File: config.mk
export PLATFORM = sky130hd
export DESIGN_NAME = sio_cfg_port
export DESIGN_NICKNAME = d
export VERILOG_FILES = /design/src/rtl/sio_cfg_pkg.sv /design/src/rtl/sio_rst_sync.sv /design/src/rtl/sio_key_matcher.sv /design/src/rtl/sio_cfg_regs.sv /design/src/rtl/sio_cfg_port.sv
export SDC_FILE = /design/constraint.sdc
export NUM_CORES = 1
export LEC_CHECK = 0
export ABC_AREA = 1
export BUFFER_PORTS_ARGS = -buffer_cell sky130_fd_sc_hd__clkbuf_2
export CORE_ASPECT_RATIO = 1.25
export CORE_UTILIZATION = 42
export CTS_CLUSTER_SIZE = 28
export DETAILED_ROUTE_END_ITERATION = 7
export SLEW_MARGIN = 5
export SYNTH_ARGS = -nofsm -noshare
export SYNTH_HDL_FRONTEND = slang
export SYNTH_SLANG_ARGS = --single-unit
File: constraint.sdc
create_clock -name clk -period 8 [get_ports clk]
set_clock_uncertainty 0.2 [all_clocks]
set_input_delay 0.8 -clock clk [delete_from_list [all_inputs] [get_ports clk]]
set_output_delay 0.8 -clock clk [all_outputs]
set_load 0.05 [all_outputs]
File: src/rtl/sio_cfg_pkg.sv
package sio_cfg_pkg;

  localparam int KEY_LEN = 4;

  // global configuration registers
  localparam logic [7:0] REG_CTRL    = 8'h02;
  localparam logic [7:0] REG_LDN     = 8'h07;
  localparam logic [7:0] REG_ID_HI   = 8'h20;
  localparam logic [7:0] REG_ID_LO   = 8'h21;
  localparam logic [7:0] REG_REV     = 8'h22;

  // GPIO logical device and its bank
  localparam logic [7:0] LDN_GPIO    = 8'h07;
  localparam logic [7:0] REG_BASE_HI = 8'h62;
  localparam logic [7:0] REG_BASE_LO = 8'h63;
  localparam logic [7:0] REG_SIMPLE0 = 8'hC0;
  localparam logic [7:0] REG_OE0     = 8'hC8;

  localparam int LOCK_BIT = 1;

  // unlock key, one byte per position
  function automatic logic [7:0] key_byte(input int unsigned pos);
    case (pos)
      0:       key_byte = 8'h87;
      1:       key_byte = 8'h01;
      default: key_byte = 8'h55;
    endcase
  endfunction

endpackage

File: src/rtl/sio_rst_sync.sv
module sio_rst_sync (
  input  logic clk,
  input  logic rst_n,
  output logic rst_n_sync
);

  logic [1:0] sync_q;

  always_ff @(posedge clk or negedge rst_n) begin
    if (!rst_n) sync_q <= 2'b00;
    else        sync_q <= {sync_q[0], 1'b1};
  end

  assign rst_n_sync = sync_q[1];

endmodule

File: src/rtl/sio_key_matcher.sv
module sio_key_matcher
  import sio_cfg_pkg::*;
(
  input  logic       clk,
  input  logic       rst_n,
  input  logic       byte_vld,
  input  logic [7:0] byte_in,
  input  logic       relock,
  output logic       open
);

  localparam int PW = (KEY_LEN > 1) ? $clog2(KEY_LEN) : 1;
  localparam logic [PW-1:0] LAST_POS = PW'(KEY_LEN - 1);

  logic [PW-1:0] pos_q, pos_d;
  logic          open_q, open_d;
  logic          step_en;

  assign step_en = relock | (byte_vld & ~open_q);

  always_comb begin
    pos_d  = pos_q;
    open_d = open_q;
    if (relock) begin
      open_d = 1'b0;
      pos_d  = '0;
    end else if (byte_vld && !open_q) begin
      if (byte_in == key_byte(int'(pos_q))) begin
        if (pos_q == LAST_POS) begin
          open_d = 1'b1;
          pos_d  = '0;
        end else begin
          pos_d = pos_q + PW'(1);
        end
      end else if (byte_in == key_byte(0)) begin
        pos_d = PW'(1);
      end else begin
        pos_d = '0;
      end
    end
  end

  always_ff @(posedge clk or negedge rst_n) begin
    if (!rst_n) begin
      pos_q  <= '0;
      open_q <= 1'b0;
    end else if (step_en) begin
      pos_q  <= pos_d;
      open_q <= open_d;
    end
  end

  assign open = open_q;

endmodule

File: src/rtl/sio_cfg_regs.sv
module sio_cfg_regs
  import sio_cfg_pkg::*;
#(
  parameter logic [15:0] CHIP_ID     = 16'h8728,
  parameter logic [3:0]  CHIP_REV    = 4'h3,
  parameter int          GPIO_GROUPS = 5
) (
  input  logic                     clk,
  input  logic                     rst_n,
  input  logic                     open,
  input  logic                     idx_wr,
  input  logic                     data_wr,
  input  logic [7:0]               wdata,
  output logic [7:0]               idx,
  output logic [7:0]               cfg_rd,
  output logic                     relock,
  output logic [15:0]              gpio_base,
  output logic [8*GPIO_GROUPS-1:0] gpio_oe,
  output logic [8*GPIO_GROUPS-1:0] gpio_simple
);

  logic [7:0] idx_q;
  logic [7:0] ldn_q;
  logic [7:0] base_hi_q, base_lo_q;
  logic [7:0] oe_q     [GPIO_GROUPS];
  logic [7:0] simple_q [GPIO_GROUPS];

  logic idx_en, ldn_en, base_hi_en, base_lo_en, gpio_sel, bank_wr;

  assign gpio_sel   = (ldn_q == LDN_GPIO);
  assign idx_en     = idx_wr & open;
  assign ldn_en     = data_wr & open & (idx_q == REG_LDN);
  assign bank_wr    = data_wr & open & gpio_sel;
  assign base_hi_en = bank_wr & (idx_q == REG_BASE_HI);
  assign base_lo_en = bank_wr & (idx_q == REG_BASE_LO);
  assign relock     = data_wr & open & (idx_q == REG_CTRL) & wdata[LOCK_BIT];

  always_ff @(posedge clk or negedge rst_n) begin
    if (!rst_n)      idx_q <= 8'h00;
    else if (idx_en) idx_q <= wdata;
  end

  always_ff @(posedge clk or negedge rst_n) begin
    if (!rst_n)      ldn_q <= 8'h00;
    else if (ldn_en) ldn_q <= wdata;
  end

  always_ff @(posedge clk or negedge rst_n) begin
    if (!rst_n)          base_hi_q <= 8'h00;
    else if (base_hi_en) base_hi_q <= wdata;
  end

  always_ff @(posedge clk or negedge rst_n) begin
    if (!rst_n)          base_lo_q <= 8'h00;
    else if (base_lo_en) base_lo_q <= wdata;
  end

  for (genvar g = 0; g < GPIO_GROUPS; g++) begin : g_group
    logic oe_en, simple_en;
    assign oe_en     = bank_wr & (idx_q == REG_OE0 + 8'(g));
    assign simple_en = bank_wr & (idx_q == REG_SIMPLE0 + 8'(g));

    always_ff @(posedge clk or negedge rst_n) begin
      if (!rst_n)     oe_q[g] <= 8'h00;
      else if (oe_en) oe_q[g] <= wdata;
    end

    always_ff @(posedge clk or negedge rst_n) begin
      if (!rst_n)         simple_q[g] <= 8'h00;
      else if (simple_en) simple_q[g] <= wdata;
    end

    assign gpio_oe[8*g +: 8]     = oe_q[g];
    assign gpio_simple[8*g +: 8] = simple_q[g];
  end

  always_comb begin
    cfg_rd = 8'h00;
    case (idx_q)
      REG_LDN:   cfg_rd = ldn_q;
      REG_ID_HI: cfg_rd = CHIP_ID[15:8];
      REG_ID_LO: cfg_rd = CHIP_ID[7:0];
      REG_REV:   cfg_rd = {4'h0, CHIP_REV};
      default: begin
        if (gpio_sel) begin
          if (idx_q == REG_BASE_HI) cfg_rd = base_hi_q;
          if (idx_q == REG_BASE_LO) cfg_rd = base_lo_q;
          for (int g = 0; g < GPIO_GROUPS; g++) begin
            if (idx_q == REG_OE0 + 8'(g))     cfg_rd = oe_q[g];
            if (idx_q == REG_SIMPLE0 + 8'(g)) cfg_rd = simple_q[g];
          end
        end
      end
    endcase
  end

  assign idx       = idx_q;
  assign gpio_base = {base_hi_q, base_lo_q};

endmodule

File: src/rtl/sio_cfg_port.sv
module sio_cfg_port
  import sio_cfg_pkg::*;
#(
  parameter int                ADDR_W      = 16,
  parameter logic [ADDR_W-1:0] INDEX_PORT  = 16'h002E,
  parameter logic [15:0]       CHIP_ID     = 16'h8728,
  parameter logic [3:0]        CHIP_REV    = 4'h3,
  parameter int                GPIO_GROUPS = 5
) (
  input  logic                     clk,
  input  logic                     rst_n,
  input  logic [ADDR_W-1:0]        io_addr,
  input  logic                     io_wr,
  input  logic                     io_rd,
  input  logic [7:0]               io_wdata,
  output logic [7:0]               io_rdata,
  output logic                     io_rdack,
  output logic                     cfg_open,
  output logic [15:0]              gpio_base,
  output logic [8*GPIO_GROUPS-1:0] gpio_oe,
  output logic [8*GPIO_GROUPS-1:0] gpio_simple
);

  localparam logic [ADDR_W-1:0] DATA_PORT = INDEX_PORT + ADDR_W'(1);

  if (GPIO_GROUPS < 1 || GPIO_GROUPS > 8) begin : g_bad_groups
    $error("GPIO_GROUPS must lie between 1 and 8");
  end

  logic       rst_n_sync;
  logic       hit_idx, hit_dat, rd_hit;
  logic       relock;
  logic [7:0] idx, cfg_rd, rd_val;
  logic [7:0] rdata_q;
  logic       rdack_q;

  assign hit_idx = (io_addr == INDEX_PORT);
  assign hit_dat = (io_addr == DATA_PORT);
  assign rd_hit  = io_rd & (hit_idx | hit_dat);

  sio_rst_sync u_rst_sync (
    .clk        (clk),
    .rst_n      (rst_n),
    .rst_n_sync (rst_n_sync)
  );

  sio_key_matcher u_key (
    .clk      (clk),
    .rst_n    (rst_n_sync),
    .byte_vld (io_wr & hit_idx),
    .byte_in  (io_wdata),
    .relock   (relock),
    .open     (cfg_open)
  );

  sio_cfg_regs #(
    .CHIP_ID     (CHIP_ID),
    .CHIP_REV    (CHIP_REV),
    .GPIO_GROUPS (GPIO_GROUPS)
  ) u_regs (
    .clk         (clk),
    .rst_n       (rst_n_sync),
    .open        (cfg_open),
    .idx_wr      (io_wr & hit_idx),
    .data_wr     (io_wr & hit_dat),
    .wdata       (io_wdata),
    .idx         (idx),
    .cfg_rd      (cfg_rd),
    .relock      (relock),
    .gpio_base   (gpio_base),
    .gpio_oe     (gpio_oe),
    .gpio_simple (gpio_simple)
  );

  always_comb begin
    if (!cfg_open)    rd_val = 8'hFF;
    else if (hit_idx) rd_val = idx;
    else              rd_val = cfg_rd;
  end

  always_ff @(posedge clk or negedge rst_n_sync) begin
    if (!rst_n_sync)  rdata_q <= 8'h00;
    else if (rd_hit)  rdata_q <= rd_val;
  end

  always_ff @(posedge clk or negedge rst_n_sync) begin
    if (!rst_n_sync) rdack_q <= 1'b0;
    else             rdack_q <= rd_hit;
  end

  assign io_rdata = rdata_q;
  assign io_rdack = rdack_q;

endmodule

## Yosys cells after proc, flatten, opt, wreduce, memory -nomap -nowiden

Index checks and enable logic that the tools add are counted.

- Input bits: 28
- Register bits after elaboration: 126

- Reductions and logical operators: 8
- Eq/ne operators: 24
- Bitwise gates (word level): 25
- Multiplexer cells: 28
- Add/subtract/negate cells: 1

Operators with widths:

| kind | number |
|---|---|
| $mux W8 | 17 |
| $eq A8 B8 Y1 const B | 11 |
| $eq A16 B6 Y1 const B | 2 |
| $pmux W8 S4 | 1 |
| $eq A8 B6 Y1 const B | 3 |
| $and A1 B1 Y1 | 22 |
| $eq A8 B3 Y1 const B | 2 |
| $eq A8 B7 Y1 const B | 2 |
| $pmux W8 S2 | 1 |
| $eq A8 B2 Y1 const B | 1 |
| $eq A8 B8 Y1 | 1 |
| $mux W2 | 4 |
| $reduce_bool A2 Y1 | 3 |
| $mux W1 | 5 |
| $reduce_and A4 Y1 | 1 |
| $add A2 B1 Y2 const B | 1 |
| $eq A2 B1 Y1 const B | 1 |
| $eq A2 B2 Y1 const B | 1 |
| $logic_not A2 Y1 | 1 |
| $or A1 B1 Y1 | 2 |
| $reduce_and A2 Y1 | 1 |
| $logic_and A1 B1 Y1 | 1 |
| $logic_not A1 Y1 | 1 |
| $not A1 Y1 | 1 |

## Longest topological paths before layout

Gate-level depths: netlist of run 1.

- Depth in word-level cells: 17
- Gate-level depth with buffers: 14

## Cells and area by module

A second synthesis of run 1 with hierarchy kept.

- Cell total of the unflattened synthesis: 806
- Area total of the unflattened synthesis: 6454.9 sq um

By module, submodules not included:

| module | area each (sq um) | cells each | instances |
|---|---|---|---|
| sio_cfg_regs | 5481.5 | 662 | 1 |
| sio_cfg_port | 588.1 | 88 | 1 |
| sio_key_matcher | 331.6 | 53 | 1 |
| sio_rst_sync | 53.8 | 3 | 1 |

## Worst setup path before layout of run 1

No wires, ideal clock.

- Path type: input-to-reg
- From: in io_addr[12]
- To: reg u_regs.simple_q, in the netlist u_regs.gpio_simple[4]
- Arrival time: 2.243 ns
- Setup time: 0.127 ns
- Slack: 5.430 ns
- Cell stages on the path: 10
- Cells stage by stage: or2_1 or2_4 nor4_4 nand2_2 nor2_4 buf_12 nand3_4 buf_6 nand2_1 o21ai_2

- Word-level cells in the longest chain between the ends: 5

RTL lines:

| element | line | text |
|---|---|---|
| from (decl) | sio_cfg_port.sv:12 | `input logic [ADDR_W-1:0] io_addr,` |
| $eq A16 B6 Y1 | sio_cfg_port.sv:38 | `assign hit_dat = (io_addr == DATA_PORT);` |
| $and A1 B1 Y1 | sio_cfg_port.sv:65 | `.data_wr (io_wr & hit_dat),` |
| $and A1 B1 Y1 (2 in series) | sio_cfg_regs.sv:33 | `assign bank_wr = data_wr & open & gpio_sel;` |
| $and A1 B1 Y1 | sio_cfg_regs.sv:61 | `assign simple_en = bank_wr & (idx_q == REG_SIMPLE0 + 8'(g));` |
| to (signal, indexed assignment) | sio_cfg_regs.sv:70 | `else if (simple_en) simple_q[g] <= wdata;` |
| to (decl) | sio_cfg_regs.sv:26 | `logic [7:0] simple_q [GPIO_GROUPS];` |

No other way between the ends.
A chain may end at the register's enable or synchronous reset.

## Worst setup path after layout of run 1

- From: in io_addr[12]
- To: reg u_regs.base_lo_q[3]

- Word-level cells in the longest chain between the ends: 5

RTL lines:

| element | line | text |
|---|---|---|
| $eq A16 B6 Y1 | sio_cfg_port.sv:38 |  |
| $and A1 B1 Y1 | sio_cfg_port.sv:65 |  |
| $and A1 B1 Y1 (2 in series) | sio_cfg_regs.sv:33 |  |
| $and A1 B1 Y1 | sio_cfg_regs.sv:35 | `assign base_lo_en = bank_wr & (idx_q == REG_BASE_LO);` |
| to (signal assigned) | sio_cfg_regs.sv:55 | `else if (base_lo_en) base_lo_q <= wdata;` |
| to (decl) | sio_cfg_regs.sv:24 | `logic [7:0] base_hi_q, base_lo_q;` |

No other way between the ends.

==> metrics.md, run 1 <==
| Metric | Value |
|---|---|
| RSZ-0062 raised after global routing | `false` |
| WL/cell | `17.66 um` |
| DPL Wire Length | `13650 um` |
| CP bufs+invs | `1` |
| Post-Place Worst Slack | `4.477 ns` |
| Core area | `14470 um2` |
| Slowest CP cell | `nor2_4` |
| Distinct cells, synth | `37` |
| Req. time, crit path | `8.10 ns` |
| Drt first pass iters | `6` |
| Syn Inst Count | `762` |
| Final Hold Fails | `0` |
| GP Congestion | `0.8882` |
| CTS resizes | `0` |
| Max-slew violations | `0` |
| Worst setup endpoint | `u_regs.base_lo_q[3]` |
| Slowest stage delay, CP | `0.59 ns` |
| Critical Path, Cell by Cell | `clkbuf_2 -> or2_1 -> or2_4 -> nor4_4 -> nand2_2 -> nor2_4 -> nand3_1 -> o21ai_0` |
| Synth Area in XOR/XNOR | `0.001394` |
| Flop2flop setup slack | `roughly 5 ns` |
| DR vias/cell | `5.320` |
| Number of global-route vias before repair | `5635` |
| CTS tree | `yes` |
| Worst setup EP type | `flip-flop` |
| WS Path Type | `primary input to flip-flop` |
| First-pass GRT wire length | `approximately 30000 um` |
| I/O pins | `134` |
| Comb power frac | `0.025` |
| Final WS setup | `approximately 4.9 ns` |
| Max cap viols | `0` |
| Sw Ratio | `0.2166` |
| Global Route Usage Sum | `0.2565` |
| Ant diodes | `0` |
| P_int | `1.133 mW` |
| Failing checks | `design-rule violations` |
| Design area | `about 7600 um2` |
| Power density over the cells | `approximately 190 nW/um2` |
| Leakage | `approximately 3.8 nW` |
| Switching power | `0.3133 mW` |
| Relative slew slack | `0.3141` |
| Area of the mapped netlist | `6281 um2` |
| Initial detailed-routing violation count | `427` |
| Worst path arrival time | `3.21 ns` |
| Final setup violating endpoints | `0` |
| Simple-Gate Fraction of Synth Area | `0.2932` |
| Delay-heaviest family, CP | `simple AND/OR/NAND/NOR gates` |
| Root Driver | `clkbuf_16` |
| Commonest non-fill, non-tap cell in the layout | `nand2_1` |
| Critical R2R Capture | `io_rdata[6]` |
| Worst-case reg-to-reg path depth | `13` |
| Largest net degree at the start of global routing | `83` |
| H-tree depth | `4` |
| Grt ovf | `0` |
| Clock Latency Late Sink | `0.41 ns` |
| Post-route ant nets | `0` |
| Final Cycle Share | `0.3885` |
| Clk sinks | `approximately 130` |
| Clock share of power | `0.530` |
| Setup TNS | `0 ns` |
| Primary FF master, synth | `dfrtp_1` |
| Clock-pin slew on the worst setup and hold paths | `about 0.060 ns` |
| Hold WC Path Type | `flip-flop to async pin` |
| Post-synth EDFFs | `0` |
| Peak supply drop | `0.1096 mV` |
| Actual slew at the worst max-slew pin | `1.029 ns` |
| Yosys warnings | `0` |
| Final min period | `3.108 ns` |
| Initial core utilization | `0.4341` |
| Clock buffer count from CTS | `17` |
| Die Y | `138.7 um` |
| WL final | `about 19000 um` |
| Post-DP Area | `6987 um2` |
| Crit-path max FO | `16` |
| DRC Markers | `18` |
| Routed vias | `around 5800` |
| P&R area growth vs syn | `20.68%` |
| Status | `finished with violations` |
| Die ar. | `15450 um2` |
| Setup crit start | `io_addr[12]` |
| NumNets Final | `923` |
| Leading post-synthesis cells by cell area | `dfrtp_1, nand2_1, o21ai_0` |
| Synth area leader | `dfrtp_1` |
| Seq/Total Area, Yosys | `0.5020` |
| Mux share of post-synthesis cell area | `0` |
| Commonest non-fill, non-tap cells in the layout | `nand2_1, clkbuf_2, dfrtp_1, o21ai_0, inv_1` |
| #FFs+latches synth | `around 130` |
| Initial antenna violation count | `0` |
| Async SR Flop Fraction | `1.000` |
| Net Count, Synth | `795` |
| Register share of total power | `0.444` |
| Compound-Gate Fraction of Synth Area | `0.1243` |
| Syn_area_per_cell | `8.243 um2` |
| Layout cells sized above 1 | `0.2303` |
| Post-Synth Adder-Cell Area | `0.009960` |
| Startpoint Class | `primary input` |
| Die X | `roughly 110 um` |
| Clock Path Buffers | `2` |
| Hold-fix buffers at CTS | `1` |
| FF-to-FF Start | `u_regs.idx[2]` |
| PortBufs | `around 130` |
| Largest family of logic cells by synthesized area | `simple AND/OR/NAND/NOR gates` |
| FMAX | `321.8 MHz` |
| Post-CTS Setup Bufs | `0` |
| Share of the synthesized area in the top cell type | `0.5020` |
| Critical path depth | `8` |
| Cell row count | `49` |
sequential cells by signal, indices dropped and copies added (netlist names):
register            cells
u_regs.idx              8
u_key.open              1
io_rdack                1
u_rst_sync.sync_q       2
u_regs.ldn_q            8
u_regs.gpio_simple     40
io_rdata                8
u_regs.gpio_oe         40
u_regs.base_lo_q        8
u_key.pos_q             2
u_regs.base_hi_q        8
power by group through the flow:
stage	clock, mW	combinational (mW)	sequential (mW)
6_report	0.767	0.0366	0.643
5_1_grt	0.809	0.0409	0.643
4_1_cts	0.778	0.0377	0.643
3_5_place_dp	0	0.0370	0.654
3_3_place_gp	0	0.0365	0.654
2_1_floorplan	0	0.0115	0.659
synth_stat cells, types with 10 or more instances:
cell type	instances
nand4_1	18
nor3_1	13
nand3_1	52
inv_1	61
dfrtp_1	126
o21ai_1	10
o21ai_0	100
nand2_1	213
buf_6	10
a21oi_1	20
nor2_1	54
clkbuf_1	11
cell type report:
cell class	instances	area, um2
Clock buffer	20	436.7
Tap cell	178	222.7
Inverter	63	236.5
Clock inverter	12	146.4
Sequential cell	126	3157
Fill cell	1418	6889
Timing Repair Buffer	135	683.2
Multi-Input combinational cell	547	2698
cell families after synthesis:
kind of cell | count (synthesis)
and+or+nand+nor | 394
AOI/OAI and AO/OA | 146
DFF | 126
buffers and inverters | 89
adders and majority gates | 5
xor gates and xnor gates | 1
other | 1
worst register-to-register path, delay by kind of cell, from the launching register on:
family | cells | cell delay [ns]
flip-flops | 1 | 0.44
buffers and inverters | 3 | 0.53
AND/OR/NAND/NOR | 9 | 1.57
AO/OA/AOI/OAI | 1 | 0.13
routing by layer:
metal / global-route usage / up-vias / wire, um
met5: 0 / - / 0
met4: 0.1067 / 0 / 588
met3: 0.04720 / 29 / 838
met2: 0.4329 / 179 / 9501
met1: 0.3235 / 2784 / 8162
li1: - / 2759 / -
worst min path at each step:
stage / to / from / slack (ns)
floorplan: u_rst_sync.sync_q[1] / u_rst_sync.sync_q[0] / 0.13
global placement: u_rst_sync.sync_q[1] / u_rst_sync.sync_q[0] / 0.14
detailed placement: u_rst_sync.sync_q[1] / u_rst_sync.sync_q[0] / 0.14
CTS: u_rst_sync.sync_q[1] / u_rst_sync.sync_q[0] / 0.16
global route: u_regs.gpio_simple[28] / u_rst_sync.sync_q[1] / 0.18
finish: u_regs.gpio_simple[28] / u_rst_sync.sync_q[1] / 0.13
through the flow:
stage | hold slack (ns) | util | power (mW) | std cells
6_report | 0.1310 | 0.5239 | 1.446 | 1081
5_1_grt | 0.1776 | 0.5239 | 1.493 | 1081
4_1_cts | 0.1559 | 0.5239 | 1.459 | 1081
3_5_place_dp | 0.1420 | 0.4829 | 0.6915 | 1048
3_3_place_gp | 0.1374 | 0.4829 | 0.6908 | 1048
2_1_floorplan | 0.1312 | - | 0.6703 | 762
Note: power is estimated with default switching activity, not from simulation.
==> inputs of run 2 (changes only) <==
ABC_AREA = 0   (was 1)
PLACE_DENSITY = 0.66   (was unset)
clock period = 2.7 ns   (was 8 ns; I/O delays follow)
==> run 2 against run 1 <==
Net effect:
- the flow now finishes without violations
- largest power group unchanged
- final area is 7.4% higher
- wire length up 12%
- combinational power rose to 3.3 times the previous value
==> metrics.md, run 2 <==
| Metric | Value |
|---|---|
| Final Cycle Share | `0.9711` |
| Relative slew slack | `0.5581` |
| Post-CTS Setup Bufs | `0` |
| Slowest stage delay, CP | `slightly below 0.6 ns` |
| Top cells by count, synth | `dfrtp_1, mux2_2, a21oi_1, nor2_1, o21ai_0` |
| Post-route ant nets | `0` |
| Drt first pass iters | `6` |
| Global Route Usage Sum | `0.2744` |
| WL/cell | `22.94 um` |
| NumNets Final | `746` |
| WL final | `21410 um` |
| #FFs+latches synth | `approximately 130` |
| Setup TNS | `0 ns` |
| Initial antenna violation count | `0` |
| Core area | `15080 um2` |
| Clock Path Buffers | `2` |
| Crit-path max FO | `11` |
| Root Driver | `clkbuf_16` |
| Hold WC Path Type | `primary input to flip-flop` |
| Net Count, Synth | `587` |
| Final Hold Fails | `0` |
| Max cap viols | `0` |
| Number of global-route vias before repair | `5525` |
| Seq/Total Area, Yosys | `0.4829` |
| Worst path arrival time | `2.76 ns` |
| DPL Wire Length | `15430 um` |
| GP Congestion | `0.9560` |
| Die ar. | `16050 um2` |
| Initial detailed-routing violation count | `580` |
| Die Y | `about 140 um` |
| Final setup violating endpoints | `0` |
| Synth area leader | `dfrtp_1` |
| Clk sinks | `126` |
| Clock buffer count from CTS | `17` |
| Async SR Flop Fraction | `1.000` |
| Post-DP Area | `7586 um2` |
| Leakage | `3.978 nW` |
| Syn_area_per_cell | `11.79 um2` |
| Max-slew violations | `0` |
| Filler Cell Count | `1339` |
| Initial core utilization | `0.4331` |
| Ant diodes | `0` |
| Syn Inst Count | `554` |
| WS Path Type | `flip-flop to flip-flop` |
| Leading post-synthesis cells by cell area | `dfrtp_1, mux2_2, mux2i_1` |
| Critical Path, Cell by Cell | `nand4bb_1 -> nor2_1 -> o2bb2ai_1 -> a211oi_1 -> or4_1 -> a21oi_1` |
| Area of the mapped netlist | `6530 um2` |
| Final WS setup | `between 0.07 and 0.08 ns` |
| Primary FF master, synth | `dfrtp_1` |
| Status | `complete, no violations` |
| DRC Markers | `0` |
| P&R area growth vs syn | `24.66%` |
| Share of the synthesized area in the top cell type | `0.4829` |
| Commonest non-fill, non-tap cells in the layout | `clkbuf_2, dfrtp_1, mux2_2, buf_4` |
| Yosys warnings | `0` |
| Most frequent cell after synthesis | `dfrtp_1` |
| Startpoint Class | `flip-flop` |
| Routed vias | `5605` |
| Clock-pin slew on the worst setup and hold paths | `0.05 ns` |
| Distinct cells, synth | `75` |
| Grt ovf | `0` |
| Layout cells sized above 1 | `0.4703` |
| Final min period | `2.622 ns` |
| Actual slew at the worst max-slew pin | `0.6628 ns` |
| PortBufs | `around 130` |
| Post-Place Worst Slack | `0.07728 ns` |
| Power density over the cells | `506.9 nW/um2` |
| I/O pins | `134` |
| RSZ-0062 raised after global routing | `false` |
| Slowest CP cell | `or4_1` |
| CTS tree | `yes` |
| Die X | `113.5 um` |
| Clock Latency Late Sink | `0.41 ns` |
| Req. time, crit path | `2.83 ns` |
| DR vias/cell | `about 6` |
| Peak supply drop | `0.2816 mV` |
| Commonest non-fill, non-tap cell in the layout | `clkbuf_2` |
| Largest net degree at the start of global routing | `125` |
| Hold WS | `0.03368 ns` |
| FMAX | `381.4 MHz` |
| Cell row count | `50` |
| Worst setup EP type | `flip-flop` |
| First-pass GRT wire length | `32580 um` |
| Design area | `approximately 8100 um2` |
| Post-synth EDFFs | `0` |
| H-tree depth | `4` |
run 2: cell types whose count changed after synthesis, moves of 9 or more:
| cell | before | now |
|---|---|---|
| inv_1 | 61 | 6 |
| mux2_2 | 0 | 116 |
| mux2i_1 | 0 | 13 |
| nand2_1 | 213 | 21 |
| nand3_1 | 52 | 15 |
| nand4_1 | 18 | 4 |
| nor2_1 | 54 | 24 |
| o21ai_0 | 100 | 22 |
| o21ai_1 | 10 | 0 |
| o22ai_1 | 0 | 9 |
run 2: worst paths after layout:
path | cells after the start | startpoint | slack (ns) | to
min in group asynchronous | 1 | u_rst_sync.sync_q[1] | 0.23 | u_regs.base_lo_q[7]
min | 4 | io_rd | 0.03 | io_rdata[0]
min reg2reg | 0 | u_rst_sync.sync_q[0] | 0.16 | u_rst_sync.sync_q[1]
max reg2reg | 6 | u_regs.idx[2] | 0.08 | io_rdata[2]
max in group asynchronous | 1 | u_rst_sync.sync_q[1] | 1.55 | u_regs.idx[1]
max | 6 | u_regs.idx[2] | 0.08 | io_rdata[2]
run 2: report_power, final:
part | switching [mW] | leakage [nW] | internal, mW
Sequential | 0.000904 | 1.75 | 1.89
Combinational | 0.0947 | 1.97 | 0.0269
Clock | 0.854 | 0.249 | 1.26
run 2: repair_timing:
action | 4_1_cts | 5_1_grt
endpoints found under the setup margin | 0 | 6
hold buffers | 2 | 0
gates resized for setup | 0 | 1
hold endpoints to repair | 2 | 0
run 2: logic make-up after synthesis:
group | count (synthesis) | share of synthesized area
AND/OR/NAND/NOR | 150 | 0.1462
multiplexers | 129 | 0.2200
flip-flops | 126 | 0.4829
AO/OA/AOI/OAI | 105 | 0.1121
buffers and inverters | 37 | 0.02740
adder cells (fa/ha/maj) | 5 | 0.009580
other | 1 | 0.0005743
XOR/XNOR | 1 | 0.001341
run 2: layout make-up:
cell class                 instances  area, um2  area share
tap                              208      260.3     0.03197
clock buffer                      21      440.4     0.05410
timing repair buffer             171      968.4      0.1190
sequential                       126       3158      0.3879
clock inverter                    10      92.59     0.01137
inverter                           6      22.52    0.002767
multi-input combinational        391       3198      0.3929
run 2: stage by stage:
stage               power, mW  utilization  std cells
finish                  4.126       0.5399        933
global route            4.232       0.5399        933
CTS                     4.141       0.5398        933
detailed placement      2.047       0.5032        900
global placement        2.043       0.5032        900
floorplan               1.972            -        554
run 2: critical path: cells and delay by family (launching register included):
family | cells | cell delay [ns]
simple gates | 3 | 1.44
compound gates | 3 | 0.41
flops | 1 | 0.50
run 2: routing by layer:
metal	vias to the layer above	wire length [um]	global-route usage
met5	-	0	0
met4	0	763	0.1226
met3	60	1580	0.04827
met2	283	10770	0.4669
met1	2848	8295	0.3397
li1	2414	-	-
